==> src/rtl/cfg_dual_pkg.sv <==
package cfg_dual_pkg;

  // Owner of the register bank, taken from the select input.
  typedef enum logic {
    PATH_PORT = 1'b0,
    PATH_MGMT = 1'b1
  } path_e;

endpackage

==> src/rtl/cfg_settle_guard.sv <==
module cfg_settle_guard
  import cfg_dual_pkg::*;
#(
  parameter int SETTLE = 2
) (
  input  logic  clk,
  input  logic  rst,
  input  logic  sel_mgmt,
  output path_e owner,
  output logic  blocked
);

  localparam int CNT_W = (SETTLE > 1) ? $clog2(SETTLE) : 1;

  logic             sel_q;
  logic [CNT_W-1:0] hold_cnt;
  logic             changed;

  assign changed = (sel_mgmt != sel_q);

  // The edge of the change counts as the first blocked edge.
  // The counter then covers the remaining SETTLE-1 edges.
  always_ff @(posedge clk) begin
    if (rst) begin
      sel_q    <= sel_mgmt;
      hold_cnt <= '0;
    end else if (changed) begin
      sel_q    <= sel_mgmt;
      hold_cnt <= CNT_W'(SETTLE - 1);
    end else if (hold_cnt != '0) begin
      hold_cnt <= hold_cnt - 1'b1;
    end
  end

  assign blocked = changed || (hold_cnt != '0);
  assign owner   = sel_mgmt ? PATH_MGMT : PATH_PORT;

endmodule

==> src/rtl/cfg_path_mux.sv <==
module cfg_path_mux
  import cfg_dual_pkg::*;
#(
  parameter int AW = 16,
  parameter int DW = 16
) (
  input  path_e         owner,
  input  logic [AW-1:0] p_addr,
  input  logic [DW-1:0] p_wdata,
  input  logic          p_en,
  input  logic          p_we,
  input  logic [AW-1:0] m_addr,
  input  logic [DW-1:0] m_wdata,
  input  logic          m_en,
  input  logic          m_we,
  output logic [AW-1:0] s_addr,
  output logic [DW-1:0] s_wdata,
  output logic          s_en,
  output logic          s_we
);

  always_comb begin
    if (owner == PATH_MGMT) begin
      s_addr  = m_addr;
      s_wdata = m_wdata;
      s_en    = m_en;
      s_we    = m_we;
    end else begin
      s_addr  = p_addr;
      s_wdata = p_wdata;
      s_en    = p_en;
      s_we    = p_we;
    end
  end

endmodule

==> src/rtl/cfg_reg_bank.sv <==
module cfg_reg_bank #(
  parameter int AW       = 16,
  parameter int DW       = 16,
  parameter int NUM_REGS = 16
) (
  input  logic          clk,
  input  logic          rst,
  input  logic          wr_en,
  input  logic [AW-1:0] addr,
  input  logic [DW-1:0] wr_data,
  output logic [DW-1:0] rd_word
);

  localparam int IDX_W = (NUM_REGS > 1) ? $clog2(NUM_REGS) : 1;

  logic [DW-1:0]    regs [NUM_REGS];
  logic [IDX_W-1:0] idx;
  logic             hit;

  assign idx = addr[IDX_W-1:0];

  // Every address bit above the index field must be zero.
  assign hit = (addr[AW-1:IDX_W] == '0) && (32'(idx) < NUM_REGS);

  always_ff @(posedge clk) begin
    if (rst) begin
      for (int i = 0; i < NUM_REGS; i++) regs[i] <= '0;
    end else if (wr_en && hit) begin
      regs[idx] <= wr_data;
    end
  end

  assign rd_word = hit ? regs[idx] : '0;

endmodule

==> src/rtl/cfg_dual_port.sv <==
module cfg_dual_port
  import cfg_dual_pkg::*;
#(
  parameter int AW       = 16,
  parameter int DW       = 16,
  parameter int NUM_REGS = 16,
  parameter int SETTLE   = 2
) (
  input  logic          clk,
  input  logic          rst,
  input  logic          sel_mgmt,
  input  logic [AW-1:0] port_addr,
  input  logic [DW-1:0] port_wdata,
  input  logic          port_en,
  input  logic          port_we,
  output logic [DW-1:0] port_rdata,
  output logic          port_ready,
  input  logic [AW-1:0] mgmt_addr,
  input  logic [DW-1:0] mgmt_wdata,
  input  logic          mgmt_en,
  input  logic          mgmt_we,
  output logic [DW-1:0] mgmt_rdata,
  output logic          mgmt_done,
  output logic          access_err
);

  path_e         owner;
  logic          blocked;
  logic [AW-1:0] s_addr;
  logic [DW-1:0] s_wdata;
  logic          s_en;
  logic          s_we;
  logic [DW-1:0] rd_word;
  logic          busy;
  logic          accept;
  logic          refuse;
  logic          wr_go;
  logic          rd_go;

  cfg_settle_guard #(.SETTLE(SETTLE)) u_guard (
    .clk      (clk),
    .rst      (rst),
    .sel_mgmt (sel_mgmt),
    .owner    (owner),
    .blocked  (blocked)
  );

  cfg_path_mux #(.AW(AW), .DW(DW)) u_mux (
    .owner   (owner),
    .p_addr  (port_addr),
    .p_wdata (port_wdata),
    .p_en    (port_en),
    .p_we    (port_we),
    .m_addr  (mgmt_addr),
    .m_wdata (mgmt_wdata),
    .m_en    (mgmt_en),
    .m_we    (mgmt_we),
    .s_addr  (s_addr),
    .s_wdata (s_wdata),
    .s_en    (s_en),
    .s_we    (s_we)
  );

  // An operation is pending for the one cycle in which its pulse is high.
  assign busy   = port_ready || mgmt_done;
  assign accept = s_en && !blocked && !busy;
  assign refuse = s_en && (blocked || busy);
  assign wr_go  = accept && s_we;
  assign rd_go  = accept && !s_we;

  cfg_reg_bank #(.AW(AW), .DW(DW), .NUM_REGS(NUM_REGS)) u_bank (
    .clk     (clk),
    .rst     (rst),
    .wr_en   (wr_go),
    .addr    (s_addr),
    .wr_data (s_wdata),
    .rd_word (rd_word)
  );

  always_ff @(posedge clk) begin
    if (rst) begin
      port_ready <= 1'b0;
      mgmt_done  <= 1'b0;
      access_err <= 1'b0;
      port_rdata <= '0;
      mgmt_rdata <= '0;
    end else begin
      port_ready <= accept && (owner == PATH_PORT);
      mgmt_done  <= accept && (owner == PATH_MGMT);
      access_err <= refuse;
      if (rd_go && owner == PATH_PORT) port_rdata <= rd_word;
      if (rd_go && owner == PATH_MGMT) mgmt_rdata <= rd_word;
    end
  end

endmodule

==> config.mk <==
export PLATFORM = sky130hd
export DESIGN_NAME = cfg_dual_port
export DESIGN_NICKNAME = d
export VERILOG_FILES = /design/src/rtl/cfg_dual_pkg.sv /design/src/rtl/cfg_settle_guard.sv /design/src/rtl/cfg_path_mux.sv /design/src/rtl/cfg_reg_bank.sv /design/src/rtl/cfg_dual_port.sv
export SDC_FILE = /design/constraint.sdc
export NUM_CORES = 1
export LEC_CHECK = 0
export ABC_AREA = 1
export BUFFER_PORTS_ARGS = -buffer_cell sky130_fd_sc_hd__buf_2
export CAP_MARGIN = 20
export CORE_UTILIZATION = 49
export DETAILED_ROUTE_END_ITERATION = 10
export GPL_TIMING_DRIVEN = 0
export PLACE_DENSITY_LB_ADDON = 0.05
export SLEW_MARGIN = 40
export SYNTH_ARGS = -nofsm -noshare
export SYNTH_HDL_FRONTEND = slang
export SYNTH_SLANG_ARGS = --single-unit
==> constraint.sdc <==
create_clock -name clk -period 2.7 [get_ports clk]
set_clock_uncertainty 0.15 [all_clocks]
set_input_delay 0.27 -clock clk [delete_from_list [all_inputs] [get_ports clk]]
set_output_delay 0.27 -clock clk [all_outputs]
set_load 0.005 [all_outputs]
==> results.md <==
- YS warnings: 0
- Run status: finished clean
- Switching pwr: 2.702 mW
- Via-to-Cell Ratio: 5.231
- HPWL Detailed: 29050 um
- Worst Hold Class: primary input to flip-flop
- Vias in the first global route: 10160
- WL met3: 2475 um
- Post-Synth Simple-Gate Area: 0.2515
- Layout Cells excl Fill: 2051
- Antenna diodes: 0
- Critical Setup Path Class: flip-flop to flip-flop
- Worst path required time: 2.71 ns
- Endpoints failing hold: 0
- Gpl congestion: 0.9259
- Core area: 27780 um2
- GRT Util Overall: 0.2936
- Worst Setup Start Kind: flip-flop
- Worst Reg-to-Reg Cells: 8
- Reg clk slew, reported paths: 0.06 ns
- Fin nets: 1720
- Row count: 61
- Largest family of logic cells by synthesized area: simple AND/OR/NAND/NOR gates
- Wire length on met2: 19880 um
- Grt ovf: 0
- Dpl ws: -0.6558 ns
- Port bufs: 105
- Top post-synthesis cells by area: edfxtp_1 56%, nor2_1 11%, nand2_1 9.8%
- H-tree levels: 2
- Synth Area in Compound Gates: 0.05816
- Share of the synthesized area in the top cell type: 0.5587
- Placed cell count: 1985
- Distinct cell type count of the synthesized netlist: 30
- Yosys top cell by area: edfxtp_1
- DRC violations left: 0
- Setup WS post-layout: 0.1090 ns
- Critical Path End Type: flip-flop
- Slew @ Worst Pin: 0.8707 ns
- Initial antenna violation count: 0
- Reg-to-Reg Start: u_guard.sel_q
- Comb pwr share: 0.106
- Worst rel slew slack: 0.4081
- HP Start: port_wdata[12]
- Internal: 8.000 mW
- First-pass GRT wire length: 61120 um
- Detailed router's first-iteration violation count: 1193
- Syn avg cell area: 9.196 um2
- FF+latch count, synth: 293
- Initial core utilization: 0.4972
- Hold EP: u_bank.regs[4][12]
- Syn_nets: 1573
- CP peak stage delay: 0.41 ns
- Full die area: 28860 um2
- Number of buffers created by CTS: 34
- Uppermost routed layer: met4
- Part of the power in registers: 0.479
- Mux contribution to synthesized area: 0.01160
- Worst Path Arrival: 2.60 ns
- Worst R2R Setup Slack: 0.11 ns
- Pre-antenna DRT Iters: 5
- Period utilisation layout: 0.9596
- Wire per inst: 20.40 um
- Cell chain of the critical path: xnor2_2, nand2_1, nor2_2, nand3_4, nor2_4, nand2_4, buf_6, nand2_2
- Seq/Total Area, Yosys: 0.6109
- R2R Path End: u_bank.regs[4][8]
- Count of maximum capacitance violations: 0
- Mapped Area: 13810 um2
- Final WL: 41850 um
- Fmax: 385.9 MHz
- Final Setup Violations: 0
- Sink Count: 293
- Met1 WL: 18160 um
- Mapped Cells: 1502
- Power Density: 663.7 nW/um2
- Layout cells sized above 1: 0.1943
- Ports: 106
- P_leak: 7.092 nW
- Adder-Cell Fraction of Synth Area: 0
- Area grow syn2layout: 16.73%
- Die Wd: 169.9 um
- Largest net degree at the start of global routing: 17
- Clock Tree Buf Depth: 3
- Worst Hold Depth: 3
- Via count: 10730
- Worst skew pair latency: 0.52 ns
- Worst-path maximum fanout: 16
- Final min period: 2.591 ns
- DIE HEIGHT: 169.9 um
- CTS tree: built
- RSZ-0062 raised after global routing: false
- Antenna Nets Post-Route: 0
- Switching Share: 0.2525
- Clock power frac: 0.415
- Crit-path slowest cell: edfxtp_1
- Synth Area in XOR/XNOR: 0.001178
- CTS Root Cell: clkbuf_16
- Max VDD drop: 0.5178 mV
- Final Max Tran Viols: 0
power groups by stage:
stage                     logic, mW  registers (mW)  clock network, mW
after CTS                      1.11            5.13               4.46
after detailed placement       1.09            5.23                  0
after global routing           1.23            5.15               4.61
after floorplan               0.627            5.21                  0
after global placement         1.07            5.22                  0
final                          1.13            5.13               4.44
repair_timing:
item	CTS	global route
buffers inserted	0	2
resized for setup	19	9
hold buffers	4	0
endpoints found under the hold margin	3	0
pin swaps	0	0
endpoints found under the setup margin	256	156
logic make-up after synthesis:
| group | count (synthesis) |
|---|---|
| AND/OR/NAND/NOR | 839 |
| flip-flops | 293 |
| buffers and inverters | 194 |
| AO/OA/AOI/OAI | 159 |
| multiplexers | 16 |
| XOR/XNOR | 1 |
flip-flops by register name, indices dropped and copies added, names as in the netlist:
| signal | flops |
|---|---|
| u_guard.hold_cnt | 1 |
| u_bank.regs | 256 |
| access_err | 1 |
| mgmt_rdata | 16 |
| port_ready | 1 |
| u_guard.sel_q | 1 |
| mgmt_done | 1 |
| port_rdata | 16 |
through the flow:
step / setup TNS, ns / power (mW) / hold WS [ns] / cell area [um2] / util
floorplan: 0 / 5.839 / 0.1924 / 13810 / -
global placement: -176.88 / 6.294 / 0.3016 / 14810 / 0.5331
global route: 0 / 10.99 / 0.1066 / 16120 / 0.5803
CTS: 0 / 10.70 / 0.08148 / 16040 / 0.5773
finish: 0 / 10.70 / 0.09010 / 16120 / 0.5803
detailed placement: -144.65 / 6.320 / 0.3043 / 14890 / 0.5358
routing by layer:
metal | track usage | vias to the layer above
met5 | 0 | -
met4 | 0.1042 | 0
met3 | 0.03698 | 79
met2 | 0.4763 | 370
met1 | 0.4068 | 5166
li1 | - | 5114
critical path: cells and delay by family, from the launching register on:
kind | cells | cell delay, ns
xor+xnor | 1 | 0.23
flops | 1 | 0.41
buf+inv | 1 | 0.18
simple gates | 6 | 1.25
cells in the final DEF, fill, tap and decap left out, types with 3 or more instances in the layout:
cell | synthesis | final
dfxtp_1 | 36 | 36
buf_4 | 2 | 3
mux2i_2 | 0 | 14
buf_1 | 7 | 7
nand2_4 | 16 | 28
dlygate4sd3_1 | 0 | 4
nor3_1 | 4 | 4
inv_1 | 102 | 102
a21oi_1 | 49 | 49
edfxtp_1 | 257 | 257
nor2_2 | 45 | 45
nand2_1 | 360 | 344
clkbuf_1 | 32 | 30
nor2_1 | 393 | 393
nor2_4 | 5 | 5
clkbuf_16 | 0 | 35
buf_2 | 31 | 136
buf_6 | 17 | 17
o21ai_0 | 102 | 102
clkinv_1 | 0 | 6
clkinv_2 | 0 | 6
clkbuf_2 | 0 | 10
nand2_2 | 5 | 9
o21ai_1 | 6 | 6
nand3_1 | 6 | 6
area by class of cell:
cell class	instances	area (um2)
inverter	104	392.9
clock inverter	15	121.4
clock buffer	45	935.9
timing repair buffer	111	593.1
buffer	90	538.0
fill	2549	11660
sequential	293	8438
tap	378	473.0
multi-input combinational	1015	4631
cell usage after synthesis (all sizes together):
library cell,count
nor2,443
nand2,381
edfxtp,257
o21ai,110
inv,104
buf,58
a21oi,49
dfxtp,36
clkbuf,32
mux2i,16
nand3,7
nor3,5
or2,2
nand3b,1
xnor2,1
worst max path at each step:
| stage | from | endpoint | depth (start not counted) |
|---|---|---|---|
| global route | u_guard.sel_q | u_bank.regs[4][0] | 8 |
| floorplan | port_addr[13] | u_bank.regs[12][0] | 9 |
| detailed placement | sel_mgmt | u_bank.regs[1][0] | 12 |
| CTS | u_guard.sel_q | u_bank.regs[6][9] | 8 |
| global placement | sel_mgmt | u_bank.regs[12][14] | 11 |
| finish | u_guard.sel_q | u_bank.regs[4][8] | 8 |
Note: power is estimated with default switching activity, not from simulation.
